`src/rtl/cal_pkg.sv`:
```
package cal_pkg;

  typedef enum logic [1:0] {
    CFG_IDEAL = 2'd0,
    CFG_MEAS  = 2'd1,
    CFG_ZERO  = 2'd2,
    CFG_NONE  = 2'd3
  } cfg_sel_e;

  typedef enum logic {
    ST_IDLE = 1'b0,
    ST_RUN  = 1'b1
  } div_state_e;

endpackage

```
`src/rtl/cal_store.sv`:
```
module cal_store #(
  parameter int DW = 16
) (
  input  logic          clk,
  input  logic          rst_n,
  input  logic          wr_en,
  input  logic [1:0]    wr_sel,
  input  logic [DW-1:0] wr_data,
  output logic [DW-1:0] ideal_o,
  output logic [DW-1:0] meas_o,
  output logic [DW-1:0] zero_o
);
  import cal_pkg::*;

  logic [DW-1:0] ideal_q, meas_q, zero_q;
  logic          ideal_en, meas_en, zero_en;

  always_comb begin
    ideal_en = wr_en && (cfg_sel_e'(wr_sel) == CFG_IDEAL);
    meas_en  = wr_en && (cfg_sel_e'(wr_sel) == CFG_MEAS);
    zero_en  = wr_en && (cfg_sel_e'(wr_sel) == CFG_ZERO);
  end

  always_ff @(posedge clk or negedge rst_n) begin
    if (!rst_n) begin
      ideal_q <= '0;
      meas_q  <= '0;
      zero_q  <= '0;
    end else begin
      if (ideal_en) ideal_q <= wr_data;
      if (meas_en)  meas_q  <= wr_data;
      if (zero_en)  zero_q  <= wr_data;
    end
  end

  assign ideal_o = ideal_q;
  assign meas_o  = meas_q;
  assign zero_o  = zero_q;

  // the spare selector leaves every constant untouched
  a_r2_spare_sel_ignored: assert property (@(posedge clk) disable iff (!rst_n)
    (wr_en && wr_sel == 2'd3) |=> ($stable(ideal_o) && $stable(meas_o) && $stable(zero_o)));

  // with no write strobe the constants do not move
  a_r2_hold_without_write: assert property (@(posedge clk) disable iff (!rst_n)
    !wr_en |=> ($stable(ideal_o) && $stable(meas_o) && $stable(zero_o)));

endmodule

```
`src/rtl/cal_prep.sv`:
```
module cal_prep #(
  parameter int DW = 16
) (
  input  logic [DW-1:0]   sample_i,
  input  logic [DW-1:0]   ideal_i,
  input  logic [DW-1:0]   meas_i,
  input  logic [DW-1:0]   zero_i,
  output logic [2*DW-1:0] prod_o,
  output logic [DW-1:0]   den_o,
  output logic            err_o,
  output logic            sat_o
);
  localparam int PW = 2 * DW;

  logic [DW-1:0] diff;
  logic [PW-1:0] prod;

  always_comb begin
    // first subtraction: sample minus zero, clamped at zero
    diff   = (sample_i > zero_i) ? (sample_i - zero_i) : '0;
    // second subtraction: measured span
    den_o  = meas_i - zero_i;
    err_o  = (meas_i <= zero_i);
    prod   = {{DW{1'b0}}, ideal_i} * {{DW{1'b0}}, diff};
    prod_o = prod;
    // quotient fits in DW bits only if the high half is below the divisor
    sat_o  = !err_o && (prod[PW-1:DW] >= den_o);
  end

endmodule

```
`src/rtl/cal_divider.sv`:
```
module cal_divider #(
  parameter int DW = 16
) (
  input  logic            clk,
  input  logic            rst_n,
  input  logic            start_i,
  input  logic [2*DW-1:0] prod_i,
  input  logic [DW-1:0]   den_i,
  input  logic            err_i,
  input  logic            sat_i,
  output logic            busy_o,
  output logic            done_o,
  output logic [DW-1:0]   quot_o,
  output logic            err_o
);
  import cal_pkg::*;

  localparam int CW = (DW > 1) ? $clog2(DW) : 1;
  localparam logic [CW-1:0] LAST = CW'(DW - 1);

  div_state_e    state_q, state_d;
  logic [CW-1:0] cnt_q, cnt_d;
  logic [DW-1:0] rem_q, rem_d;
  logic [DW-1:0] lo_q, lo_d;
  logic [DW-1:0] den_q, den_d;
  logic          ferr_q, ferr_d;
  logic          fsat_q, fsat_d;
  logic          done_q, done_d;
  logic [DW-1:0] quot_q, quot_d;
  logic          rerr_q, rerr_d;

  logic [DW:0]   shifted;
  logic          fits;
  logic [DW-1:0] step_rem;
  logic [DW-1:0] step_lo;

  // one restoring step: shift in the next dividend bit, subtract if it fits
  always_comb begin
    shifted  = {rem_q, lo_q[DW-1]};
    fits     = (shifted >= {1'b0, den_q});
    step_rem = fits ? DW'(shifted - {1'b0, den_q}) : shifted[DW-1:0];
    step_lo  = {lo_q[DW-2:0], fits};
  end

  always_comb begin
    state_d = state_q;
    cnt_d   = cnt_q;
    rem_d   = rem_q;
    lo_d    = lo_q;
    den_d   = den_q;
    ferr_d  = ferr_q;
    fsat_d  = fsat_q;
    done_d  = 1'b0;
    quot_d  = quot_q;
    rerr_d  = rerr_q;
    unique case (state_q)
      ST_IDLE: begin
        if (start_i) begin
          state_d = ST_RUN;
          cnt_d   = '0;
          rem_d   = (err_i || sat_i) ? '0 : prod_i[2*DW-1:DW];
          lo_d    = prod_i[DW-1:0];
          den_d   = den_i;
          ferr_d  = err_i;
          fsat_d  = sat_i;
        end
      end
      ST_RUN: begin
        rem_d = step_rem;
        lo_d  = step_lo;
        cnt_d = cnt_q + 1'b1;
        if (cnt_q == LAST) begin
          state_d = ST_IDLE;
          done_d  = 1'b1;
          quot_d  = (ferr_q || fsat_q) ? '1 : step_lo;
          rerr_d  = ferr_q;
        end
      end
      default: state_d = ST_IDLE;
    endcase
  end

  always_ff @(posedge clk or negedge rst_n) begin
    if (!rst_n) begin
      state_q <= ST_IDLE;
      cnt_q   <= '0;
      rem_q   <= '0;
      lo_q    <= '0;
      den_q   <= '0;
      ferr_q  <= 1'b0;
      fsat_q  <= 1'b0;
      done_q  <= 1'b0;
      quot_q  <= '0;
      rerr_q  <= 1'b0;
    end else begin
      state_q <= state_d;
      cnt_q   <= cnt_d;
      rem_q   <= rem_d;
      lo_q    <= lo_d;
      den_q   <= den_d;
      ferr_q  <= ferr_d;
      fsat_q  <= fsat_d;
      done_q  <= done_d;
      quot_q  <= quot_d;
      rerr_q  <= rerr_d;
    end
  end

  assign busy_o = (state_q == ST_RUN);
  assign done_o = done_q;
  assign quot_o = quot_q;
  assign err_o  = rerr_q;

  // completion is a single-cycle pulse
  a_r8_done_single: assert property (@(posedge clk) disable iff (!rst_n)
    done_o |=> !done_o);

  // result registers hold for the whole run
  a_r8_result_held: assert property (@(posedge clk) disable iff (!rst_n)
    (busy_o && $past(busy_o)) |-> ($stable(quot_o) && $stable(err_o)));

  // partial remainder stays below the divisor during a valid division
  a_r4_rem_below_den: assert property (@(posedge clk) disable iff (!rst_n)
    (busy_o && !ferr_q) |-> (rem_q < den_q));

  // a run only begins from a start request
  a_r3_run_needs_start: assert property (@(posedge clk) disable iff (!rst_n)
    $rose(busy_o) |-> $past(start_i));

  // an invalid span always reports full scale
  a_r7_err_full_scale: assert property (@(posedge clk) disable iff (!rst_n)
    (done_o && err_o) |-> (quot_o == '1));

endmodule

```
`src/rtl/cal_corrector.sv`:
```
module cal_corrector #(
  parameter int DW = 16
) (
  input  logic          clk,
  input  logic          rst_n,
  input  logic          cfg_we,
  input  logic [1:0]    cfg_sel,
  input  logic [DW-1:0] cfg_data,
  input  logic          smp_valid,
  input  logic [DW-1:0] smp_data,
  output logic          busy,
  output logic          res_valid,
  output logic [DW-1:0] res_data,
  output logic          res_err
);
  localparam int PW = 2 * DW;

  logic [DW-1:0] ideal, meas, zero;
  logic [PW-1:0] prod;
  logic [DW-1:0] den;
  logic          span_err, sat;
  logic          start;
  logic          busy_i;

  assign start = smp_valid && !busy_i;

  cal_store #(.DW(DW)) u_store (
    .clk     (clk),
    .rst_n   (rst_n),
    .wr_en   (cfg_we),
    .wr_sel  (cfg_sel),
    .wr_data (cfg_data),
    .ideal_o (ideal),
    .meas_o  (meas),
    .zero_o  (zero)
  );

  cal_prep #(.DW(DW)) u_prep (
    .sample_i (smp_data),
    .ideal_i  (ideal),
    .meas_i   (meas),
    .zero_i   (zero),
    .prod_o   (prod),
    .den_o    (den),
    .err_o    (span_err),
    .sat_o    (sat)
  );

  cal_divider #(.DW(DW)) u_div (
    .clk     (clk),
    .rst_n   (rst_n),
    .start_i (start),
    .prod_i  (prod),
    .den_i   (den),
    .err_i   (span_err),
    .sat_i   (sat),
    .busy_o  (busy_i),
    .done_o  (res_valid),
    .quot_o  (res_data),
    .err_o   (res_err)
  );

  assign busy = busy_i;

  // the result cycle is never busy, so a new sample can enter there
  a_r9_valid_not_busy: assert property (@(posedge clk) disable iff (!rst_n)
    res_valid |-> !busy);

  // the run ends exactly where the result appears
  a_r4_busy_fall_valid: assert property (@(posedge clk) disable iff (!rst_n)
    $fell(busy) |-> res_valid);

endmodule

```
`config.mk`:
```
export PLATFORM = sky130hd
export DESIGN_NAME = cal_corrector
export DESIGN_NICKNAME = d
export VERILOG_FILES = /design/src/rtl/cal_pkg.sv /design/src/rtl/cal_store.sv /design/src/rtl/cal_prep.sv /design/src/rtl/cal_divider.sv /design/src/rtl/cal_corrector.sv
export SDC_FILE = /design/constraint.sdc
export NUM_CORES = 1
export LEC_CHECK = 0
export BUFFER_PORTS_ARGS = -buffer_cell sky130_fd_sc_hd__buf_2
export CAP_MARGIN = 20
export CELL_PAD_IN_SITES_DETAIL_PLACEMENT = 2
export CELL_PAD_IN_SITES_GLOBAL_PLACEMENT = 2
export CORE_UTILIZATION = 45
export DETAILED_ROUTE_END_ITERATION = 8
export PLACE_DENSITY_LB_ADDON = 0.1
export RECOVER_POWER = 50
export SLEW_MARGIN = 10
export SYNTH_ARGS = -nofsm -noshare
export SYNTH_HDL_FRONTEND = slang
export SYNTH_SLANG_ARGS = --single-unit
```
`constraint.sdc`:
```
create_clock -name clk -period 21.8 [get_ports clk]
set_input_delay 0 -clock clk [delete_from_list [all_inputs] [get_ports clk]]
set_output_delay 0 -clock clk [all_outputs]
set_load 0.05 [all_outputs]
```
## Word level (Yosys, flattened, before mapping)

Index checks and enable logic that the tools add are counted.

| cells by class | value |
|---|---|
| add/subtract/negate cells | 4 |
| multipliers | 1 |
| $lt $le $gt $ge | 4 |
| equality and inequality tests | 4 |
| mux-type cells | 15 |
| bitwise gates (word level) | 1 |
| reduce and logical (&&, ||, !) cells | 12 |

Operators by type and width:

| kind | number |
|---|---|
| $mux W16 | 6 |
| $pmux W16 S2 | 2 |
| $sub A16 B16 Y16 | 3 |
| $mul A16 B16 Y32 | 1 |
| $ge A17 B16 Y1 | 1 |
| $ge A16 B16 Y1 | 1 |
| $gt A16 B16 Y1 | 1 |
| $le A16 B16 Y1 | 1 |
| $pmux W4 S2 | 1 |
| $logic_and A1 B1 Y1 | 5 |
| $add A4 B1 Y4 const B | 1 |
| $eq A4 B4 Y1 const B | 1 |
| $mux W1 | 4 |
| $mux W4 | 1 |
| $reduce_and A2 Y1 | 2 |
| $eq A2 B1 Y1 const B | 1 |
| $eq A2 B2 Y1 const B | 1 |
| $logic_not A1 Y1 | 2 |
| $logic_not A2 Y1 | 1 |
| $logic_or A1 B1 Y1 | 2 |
| $ne A2 B2 Y1 const B | 1 |
| $pmux W1 S2 | 1 |
| $not A1 Y1 | 1 |

| word-level totals | value |
|---|---|
| register bits | 121 |
| input port bits | 38 |
| output and inout bits | 19 |
| word-level logic and storage cells | 54 |

## Longest topological paths before layout

Gate-level depths: netlist (run 1).

| depth | value |
|---|---|
| depth in word-level cells | 9 |
| depth in mapped cells | 43 |
| mapped depth without buffers | 40 |

## By module

A second synthesis (run 1) with hierarchy kept.

| second synthesis, totals | value |
|---|---|
| cell total of the unflattened synthesis | 1795 |
| area total of the unflattened synthesis | 16525.8 sq um |

By module, submodules not included:

| module | times used | cells each | area an instance (sq um) | seq. area each (sq um) |
|---|---|---|---|---|
| cal_prep | 1 | 1290 | 10774.1 | 0.0 |
| cal_divider | 1 | 402 | 3922.5 | 1826.8 |
| cal_store | 1 | 102 | 1815.5 | 1201.2 |
| cal_corrector | 1 | 1 | 13.8 | 0.0 |

## Worst setup path after synthesis (run 1)

No wires, ideal clock.

| path | value |
|---|---|
| kind | reg2reg |
| start | register u_store.zero_q[0] (netlist: u_store.zero_o[0]) |
| end | register u_div.rem_q[0] |
| setup time | 90 ps |
| arrival | 9643 ps |
| required time | 21710 ps |
| slack | 12066 ps |
| cell stages (with the launch flop) | 39 |
| buffers on the path | 3 |
| period minus slack after synthesis | 9734 ps |
| cell sequence | dfrtp_1 -> ha_1 -> inv_1 -> fa_1 -> a21o_1 -> a21o_1 -> a2111oi_4 -> o21bai_2 -> or4_1 -> and4_1 -> buf_6 -> buf_6 -> nand2_1 -> fa_1 -> fa_1 -> inv_1 -> fa_1 -> fa_1 -> (+3 left out) -> inv_1 -> ha_1 -> and4_1 -> a221o_1 -> a21oi_1 -> a21o_1 -> nand3_1 -> xor2_1 -> ha_1 -> and3_1 -> a221oi_1 -> o21ai_0 -> a2111oi_0 -> o31ai_1 -> nor2_1 -> buf_2 -> inv_1 -> o221ai_1 |

| between the ends | value |
|---|---|
| word-level cells in the longest chain between the ends | 9 |
| elaborated cells between the ends (all ways) | 13 |
| classes of those cells | add/sub: 2; mul: 1; order compare: 3; mux: 4; reduce/logical: 3 |

Ends and longest elaborated chain:

| what | RTL line | source |
|---|---|---|
| start: declaration | cal_store.sv:15 | `logic [DW-1:0] ideal_q, meas_q, zero_q;` |
| start signal: assignment | cal_store.sv:32 | `if (zero_en) zero_q <= wr_data;` |
| $sub A16 B16 Y16 / $gt A16 B16 Y1 (equally long branches) | cal_prep.sv:20 | `diff = (sample_i > zero_i) ? (sample_i - zero_i) : '0;` |
| $mux W16 | cal_prep.sv:20 |  |
| $mul A16 B16 Y32 | cal_prep.sv:24 | `prod = {{DW{1'b0}}, ideal_i} * {{DW{1'b0}}, diff};` |
| $ge A16 B16 Y1 | cal_prep.sv:27 | `sat_o = !err_o && (prod[PW-1:DW] >= den_o);` |
| $logic_and A1 B1 Y1 | cal_prep.sv:27 |  |
| $logic_or A1 B1 Y1 | cal_divider.sv:61 | `rem_d = (err_i \|\| sat_i) ? '0 : prod_i[2*DW-1:DW];` |
| $mux W16 * | cal_divider.sv:61 |  |
| $mux W16 * | cal_divider.sv:58 | `if (start_i) begin` |
| $pmux W16 S2 * | cal_divider.sv:56 | `unique case (state_q)` |
| end signal: assignment | cal_divider.sv:98 | `rem_q <= rem_d;` |
| end: declaration | cal_divider.sv:23 | `logic [DW-1:0] rem_q, rem_d;` |

Mark *: on every way between the ends. The rest lies on a longest branch, timed or not. The select of a mux whose other input is x is not followed.
A chain may end at the register's enable or synchronous reset.

## Worst setup path after layout (run 1)

| path | value |
|---|---|
| start | register u_store.zero_q[5] (netlist: u_store.zero_o[5]) |
| end | register u_div.rem_q[0] |

Same word-level chain as after synthesis.

==> summary.md, run 1 <==
| Metric | Value |
|---|---|
| Status | finished with violations |
| Failing checks | max-capacitance violations, max-slew violations |
| Post-Syn Nets | 2,207 |
| R2R depth | 37 |
| Yosys reg bits | 121 |
| Final layout net count | about 2,200 |
| Via-per-instance ratio | approximately 6 |
| Die area | between 30,000 and 40,000 µm² |
| Core outline area | 35,800 µm² |
| Die Ht | 193 µm |
| Wire per inst | around 26 µm |
| Vias post-DR | 13,936 |
| Crit path max-delay family | adder cells |
| Cell area after synthesis | approximately 16,000 µm² |
| Crit-path slowest cell | buf_4 |
| Boundary Pins | between 50 and 60 |
| Starting DRT DRC Count | ~700 |
| EDFF count, synth | 0 |
| Hold WS | 100 ps |
| Path type of the worst setup path | flip-flop to flip-flop |
| Critical Path RT | ~22,000 ps |
| CP max FO | 115 |
| First-pass GRT wire length | 94.6 mm |
| Yosys warns | 0 |
| Std-Cell Rows | 69 |
| Worst path bufs/invs | 6 |
| Commonest register cell after synthesis | dfrtp_1 |
| FMAX | 78.0 MHz |
| Grt total ovfl | 0 |
| Post-DRT Antenna Nets | 0 |
| Synth unique cells | 75 |
| Die width | 193 µm |
| Top-count cell post-synth | inv_1 |
| Fill cells | roughly 3,800 |
| Worst Skew | 13.1 ps |
| Post-route clock period utilization | 0.588 |
| Sequential area share after synthesis | 0.184 |
| Clock latency on the worst-skew pair | 440 ps |
| Root Driver | clkbuf_16 |
| Mean post-synth cell area | around 9.1 µm² |
| Hold violation count in the final report | 0 |
| Top post-synthesis cells by area | fa_1 24%, dfrtp_1 18%, ha_1 13% |
| Minimum period implied by the final worst setup slack | 12,820 ps |
| Worst EP arrival | 13,130 ps |
| Clock sinks | roughly 120 |
| Post-synth top area share | 0.240 |
| Post-layout util | 0.501 |
| Max-slew headroom | -1.67 |
| Gr usage total | 0.330 |
| Count of final setup violators | 0 |
| Measured slew at the worst slew-check pin | about 4000 ps |
| Port Buffer Count | 56 |
| Setup TNS | 0 ps |
| Dpl hpwl | ~45 mm |
| WL final | slightly above 60 mm |
| Drt first pass iters | 7 |
| Fin area | 18,000 µm² |
| Pins Over Slew Limit | 177 |
| WHS Path Cells | 3 |
| Commonest cells in the netlist | 282 x inv_1, 201 x nand2_1, 197 x fa_1, 169 x ha_1, 121 x dfrtp_1 |
| Max clock buf depth | 2 |
| Total CTS buffers | 17 |
| GP Congestion | 0.851 |
| Clock slew at the register clock pins of the worst setup and hold paths | 60 ps |
| Layout cell share with drive strength beyond 1 | 0.0867 |
| Max incr delay on CP | 880 ps |
| Synth area leader | fa_1 |
| Crit end category | flip-flop |
| Max-cap viol count | 3 |
| Ys async rst share | 1.00 |
| Number of global-route vias before repair | 16,535 |
| Critical Path Source Type | flip-flop |
| Starting Density | 0.460 |
| Worst min path class | primary input to flip-flop |
| Synthesis-to-layout area growth | 9.04% |
| Critical Path Stages | 37 |
| Unrepaired setup endpoints after global routing | false |
| Mapped Cells | 1,803 |
| Initial antenna violation count | 2 |
| Critical path's most frequent cell | fa_1 |
| H-tree lvl count | 4 |
| Largest net degree at the start of global routing | 116 |
| TritonCTS clock tree | built |
| DRC Markers | 0 |
| Placement-stage cell area | 17,200 µm² |
tightest hold or removal path: stages:
cell,delay [ps]
buf_2,260
nand2_1,150
a2bb2oi_1,70
placed cells by master (no fill, tap or decap), types with 6 or more instances in the layout:
cell	instances
a211oi_1	13
a21o_1	39
a21oi_1	68
a221o_1	9
a31o_2	6
and2_1	33
and3_1	100
buf_2	37
buf_4	16
clkbuf_1	28
clkbuf_16	17
dfrtp_1	121
dlygate4sd3_1	17
fa_1	197
ha_1	169
inv_1	282
mux2_2	48
mux2i_1	11
nand2_1	201
nand2b_1	10
nand3_1	50
nand4_1	17
nand4b_1	7
nor2_1	41
nor2b_1	10
nor3_1	28
o211ai_1	7
o21a_1	10
o21ai_0	66
o21bai_1	8
o22a_1	16
or3_1	9
xnor2_1	34
xor2_1	24
what timing repair did:
| action | 4_1_cts | 5_1_grt |
|---|---|---|
| hold buffers | 17 | 0 |
| hold endpoints to repair | 101 | 0 |
| setup buffers | 0 | 0 |
| endpoints found under the setup margin | 0 | 0 |
| resized for setup | 0 | 0 |
through the flow:
step / std cells / worst slack (ps)
3_5_place_dp: 2267 / 9150
5_1_grt: 2319 / 8480
6_report: 2320 / 8980
2_1_floorplan: 1803 / 12070
3_3_place_gp: 2267 / 9890
4_1_cts: 2316 / 8950
kinds of logic (layout without fill, tap and decap cells):
family / count (synthesis) / after routing / synth area share
multiplexers: 62 / 62 / 0.0418
XOR/XNOR: 58 / 58 / 0.0309
AND/OR/NAND/NOR: 535 / 535 / 0.164
adder cells (fa/ha/maj): 366 / 366 / 0.368
other: 0 / 1 / 0
AO/OA/AOI/OAI: 301 / 301 / 0.126
buffers and inverters: 360 / 415 / 0.0853
flip-flops: 121 / 121 / 0.184
area by class of cell:
type | count | area [µm²] | area share
flip-flops and latches | 121 | 3030 | 0.169
diodes | 1 | 2.50 | 0.000139
clock buffers | 17 | 425 | 0.0237
clock inverters | 15 | 165 | 0.00920
repair buffers | 101 | 638 | 0.0355
well taps | 461 | 577 | 0.0321
multi-input cells | 1322 | 12100 | 0.672
inverters | 282 | 1060 | 0.0590
final timing paths:
check	end	slack, ps	start
worst max-delay path	u_div.rem_q[0]$_DFFE_PN0P_	8980	u_store.zero_o[5]$_DFFE_PN0P_
worst min-delay path	u_div.lo_q[15]$_DFFE_PN0P_	100	smp_valid
worst max register to register	u_div.rem_q[0]$_DFFE_PN0P_	8980	u_store.zero_o[5]$_DFFE_PN0P_
worst min register to register	u_div.den_q[15]$_DFFE_PN0P_	480	u_div.den_q[15]$_DFFE_PN0P_
max in group asynchronous	u_div.rem_q[14]$_DFFE_PN0P_	15720	rst_n
min in group asynchronous	u_div.quot_o[13]$_DFFE_PN0P_	1100	rst_n
state kept, by name (all words and copies together) (netlist names):
register         count
u_div.done_o         1
u_div.rem_q         16
u_div.den_q         16
u_div.quot_o        16
u_store.zero_o      16
u_div.cnt_q          4
u_div.fsat_q         1
u_div.ferr_q         1
u_store.meas_o      16
u_div.busy_o         1
u_div.lo_q          16
u_store.ideal_o     16
u_div.err_o          1
per-layer routing:
| layer | vias up | global-route usage | share of wire |
|---|---|---|---|
| met5 | - | 0 | 0.00022 |
| met4 | 2 | 0.142 | 0.039 |
| met3 | 121 | 0.0396 | 0.032 |
| met2 | 316 | 0.599 | 0.53 |
| met1 | 7366 | 0.392 | 0.40 |
| li1 | 6131 | - | - |
Power of run 1 is left out: the tool's default activity adds up to more than one toggle a clock period on the data nets, which glitch-free logic cannot reach.
==> run 2: changes to the inputs <==
--- a/config.mk
+++ b/config.mk
@@ -9,7 +9,7 @@
 export CAP_MARGIN = 20
 export CELL_PAD_IN_SITES_DETAIL_PLACEMENT = 2
 export CELL_PAD_IN_SITES_GLOBAL_PLACEMENT = 2
-export CORE_UTILIZATION = 45
+export CORE_UTILIZATION = 41
 export DETAILED_ROUTE_END_ITERATION = 8
 export PLACE_DENSITY_LB_ADDON = 0.1
 export RECOVER_POWER = 50
==> constraint.sdc (replaced) <==
create_clock -name clk -period 13.1 [get_ports clk]
set_input_delay 0 -clock clk [delete_from_list [all_inputs] [get_ports clk]]
set_output_delay 0 -clock clk [all_outputs]
set_load 0.05 [all_outputs]
==> summary.md, run 2 (synthesized netlist as in run 1, its figures left out) <==
| Metric | Value |
|---|---|
| Max-cap viol count | 2 (-1) |
| Std-Cell Rows | 73 (+5.8%) |
| Setup TNS | 0 ps (unchanged) |
| Gr usage total | 0.282 (-0.0473) |
| Synthesis-to-layout area growth | 9.40% |
| Post-layout util | 0.454 (-0.0467) |
| Worst EP arrival | 11,920 ps (-1210 ps) |
| Max clock buf depth | 2 (unchanged) |
| Most frequent cells in the layout | 282 x inv_1, 201 x nand2_1, 197 x fa_1 |
| First-pass GRT wire length | 88.5 mm (-6.4%) |
| R2R Path End | u_div.rem_q[12]$_DFFE_PN0P_ |
| Crit end category | flip-flop |
| Area of the multi-input gates | 12,100 µm² (about the same) |
| Unrepaired setup endpoints after global routing | false |
| Met3 Use GR | 0.0337 (-0.00588) |
| Final layout net count | 2,248 (-0.044%) |
| GR Util met1 | 0.353 (-0.0398) |
| Die Ht | 202 µm (+4.7%) |
| Max incr delay on CP | 650 ps (-230 ps) |
| Hold WS | 82.1 ps (-18.1 ps) |
| Status | finished with violations |
| Worst Hold Launch | smp_valid |
| Clock sinks | 121 (unchanged) |
| DRC Markers | 0 (unchanged) |
| Hold violation count in the final report | 0 (unchanged) |
| Critical Path Source Type | flip-flop |
| TritonCTS clock tree | built |
| Post-CTS sizing | 0 (unchanged) |
| WHS Path Cells | 3 (unchanged) |
| Post-route clock period utilization | 0.881 (+0.293) |
| R2R depth | 36 (-2.7%) |
| Post-DRT Antenna Nets | 0 (unchanged) |
| Hold EP | u_div.lo_q[15]$_DFFE_PN0P_ |
| Clock slew at the register clock pins of the worst setup and hold paths | 70 ps (about the same) |
| Failing checks | max-capacitance violations, max-slew violations |
| Drt first pass iters | 5 (-2) |
| Number of global-route vias before repair | 15,526 (-6.1%) |
| Max-slew headroom | -1.46 (+0.209) |
| Placed cells | 2,331 (+2.8%) |
| Path type of the worst setup path | flip-flop to flip-flop |
| # hold bufs at CTS | 17 (unchanged) |
| Most common cell after layout, fill and taps aside | inv_1 |
| Via-per-instance ratio | 5.68 (-5.4%) |
| Core outline area | 39,600 µm² (+11%) |
| Vias post-DR | 13,542 (-2.8%) |
| Root Driver | clkbuf_16 |
| Starting DRT DRC Count | 630 (-9.7%) |
| Largest net degree at the start of global routing | 141 (+22%) |
| WL final | 55.6 mm (-8.0%) |
| Finished Layout Cells | 2,384 (+2.8%) |
| Die width | 202 µm (+4.7%) |
| R2R Setup Slk | 1560 ps (-7420 ps) |
| Critical path's most frequent cell | fa_1 |
| GR peak layer | met2 |
| Clock latency on the worst-skew pair | 440 ps (about the same) |
| Wire per inst | 23.3 µm (-10%) |
| Port Buffer Count | 56 (unchanged) |
| Initial antenna violation count | 1 (-1) |
| Fill cells | 4,356 (+14%) |
| Worst min path class | primary input to flip-flop |
| FMAX | 86.6 MHz (+11%) |
| Measured slew at the worst slew-check pin | 3690 ps (-314 ps) |
| Count of final setup violators | 0 (unchanged) |
| Met2 usage in global routing | 0.505 (-0.0938) |
| Die area | 41,000 µm² (+9.7%) |
| Grt total ovfl | 0 (unchanged) |
| Layout cell share with drive strength beyond 1 | 0.0851 (-0.00157) |
| Worst r2r src | u_store.zero_o[11]$_DFFE_PN0P_ |
| H-tree lvl count | 4 (unchanged) |
| Register area | 3030 µm² (unchanged) |
| GP Congestion | 0.835 (-1.9%) |
| Total CTS buffers | 17 (unchanged) |
| Dpl hpwl | 43.7 mm (-3.8%) |
| Worst Skew | 11.6 ps (-1.46 ps) |
| Crit-path slowest cell | a2111oi_0 |
| Starting Density | 0.415 (-0.0442) |
| CP max FO | 140 (+22%) |
| Pins Over Slew Limit | 124 (-30%) |
| Critical Path RT | 13,480 ps (-8620 ps) |
| Setup Fix Bufs, Post-CTS | 0 (unchanged) |
| Minimum period implied by the final worst setup slack | 11,540 ps (-1280 ps) |
| Boundary Pins | 57 (unchanged) |
-- run 2: worst max-delay path, delay by kind of cell, from the launching register on --
family | cells | cell delay (ps)
simple gates | 8 | 2140
fa+ha+maj | 9 | 4260
buf+inv | 6 | 890
xor+xnor | 1 | 260
compound gates | 12 | 3240
flops | 1 | 430
-- run 2: area by class of cell --
| cell class | instances | share of cell area |
|---|---|---|
| multi-input combinational | 1322 | 0.670 |
| sequential | 121 | 0.168 |
| inverter | 282 | 0.0588 |
| tap | 525 | 0.0365 |
| timing repair buffer | 100 | 0.0335 |
| clock buffer | 18 | 0.0244 |
| clock inverter | 14 | 0.00882 |
| antenna | 2 | 0.000278 |
-- run 2: how the worst max path moves through the flow --
| stage | from | endpoint | cells past startpoint |
|---|---|---|---|
| detailed placement | u_store.zero_o[5]$_DFFE_PN0P_ | u_div.rem_q[12]$_DFFE_PN0P_ | 37 |
| floorplan | u_store.zero_o[0]$_DFFE_PN0P_ | u_div.rem_q[0]$_DFFE_PN0P_ | 38 |
| global route | u_store.zero_o[11]$_DFFE_PN0P_ | u_div.rem_q[13]$_DFFE_PN0P_ | 35 |
| finish | u_store.zero_o[11]$_DFFE_PN0P_ | u_div.rem_q[12]$_DFFE_PN0P_ | 36 |
| global placement | u_store.zero_o[5]$_DFFE_PN0P_ | u_div.rem_q[13]$_DFFE_PN0P_ | 36 |
| CTS | u_store.zero_o[9]$_DFFE_PN0P_ | u_div.rem_q[12]$_DFFE_PN0P_ | 36 |
-- run 2: per-layer routing --
layer	wire (µm)	part of all wire	up-vias
li1	-	-	6135
met4	1510	0.027	0
met1	23500	0.42	7097
met3	1700	0.031	80
met2	28800	0.52	230
met5	0	0	-
-- run 2: through the flow --
stage	setup slack, ps	area, µm²
2_1_floorplan	3370	16500
3_3_place_gp	2220	17300
3_5_place_dp	1730	17300
4_1_cts	1710	18100
5_1_grt	1010	18000
6_report	1560	18000
Power of run 2 is left out for the same reason.
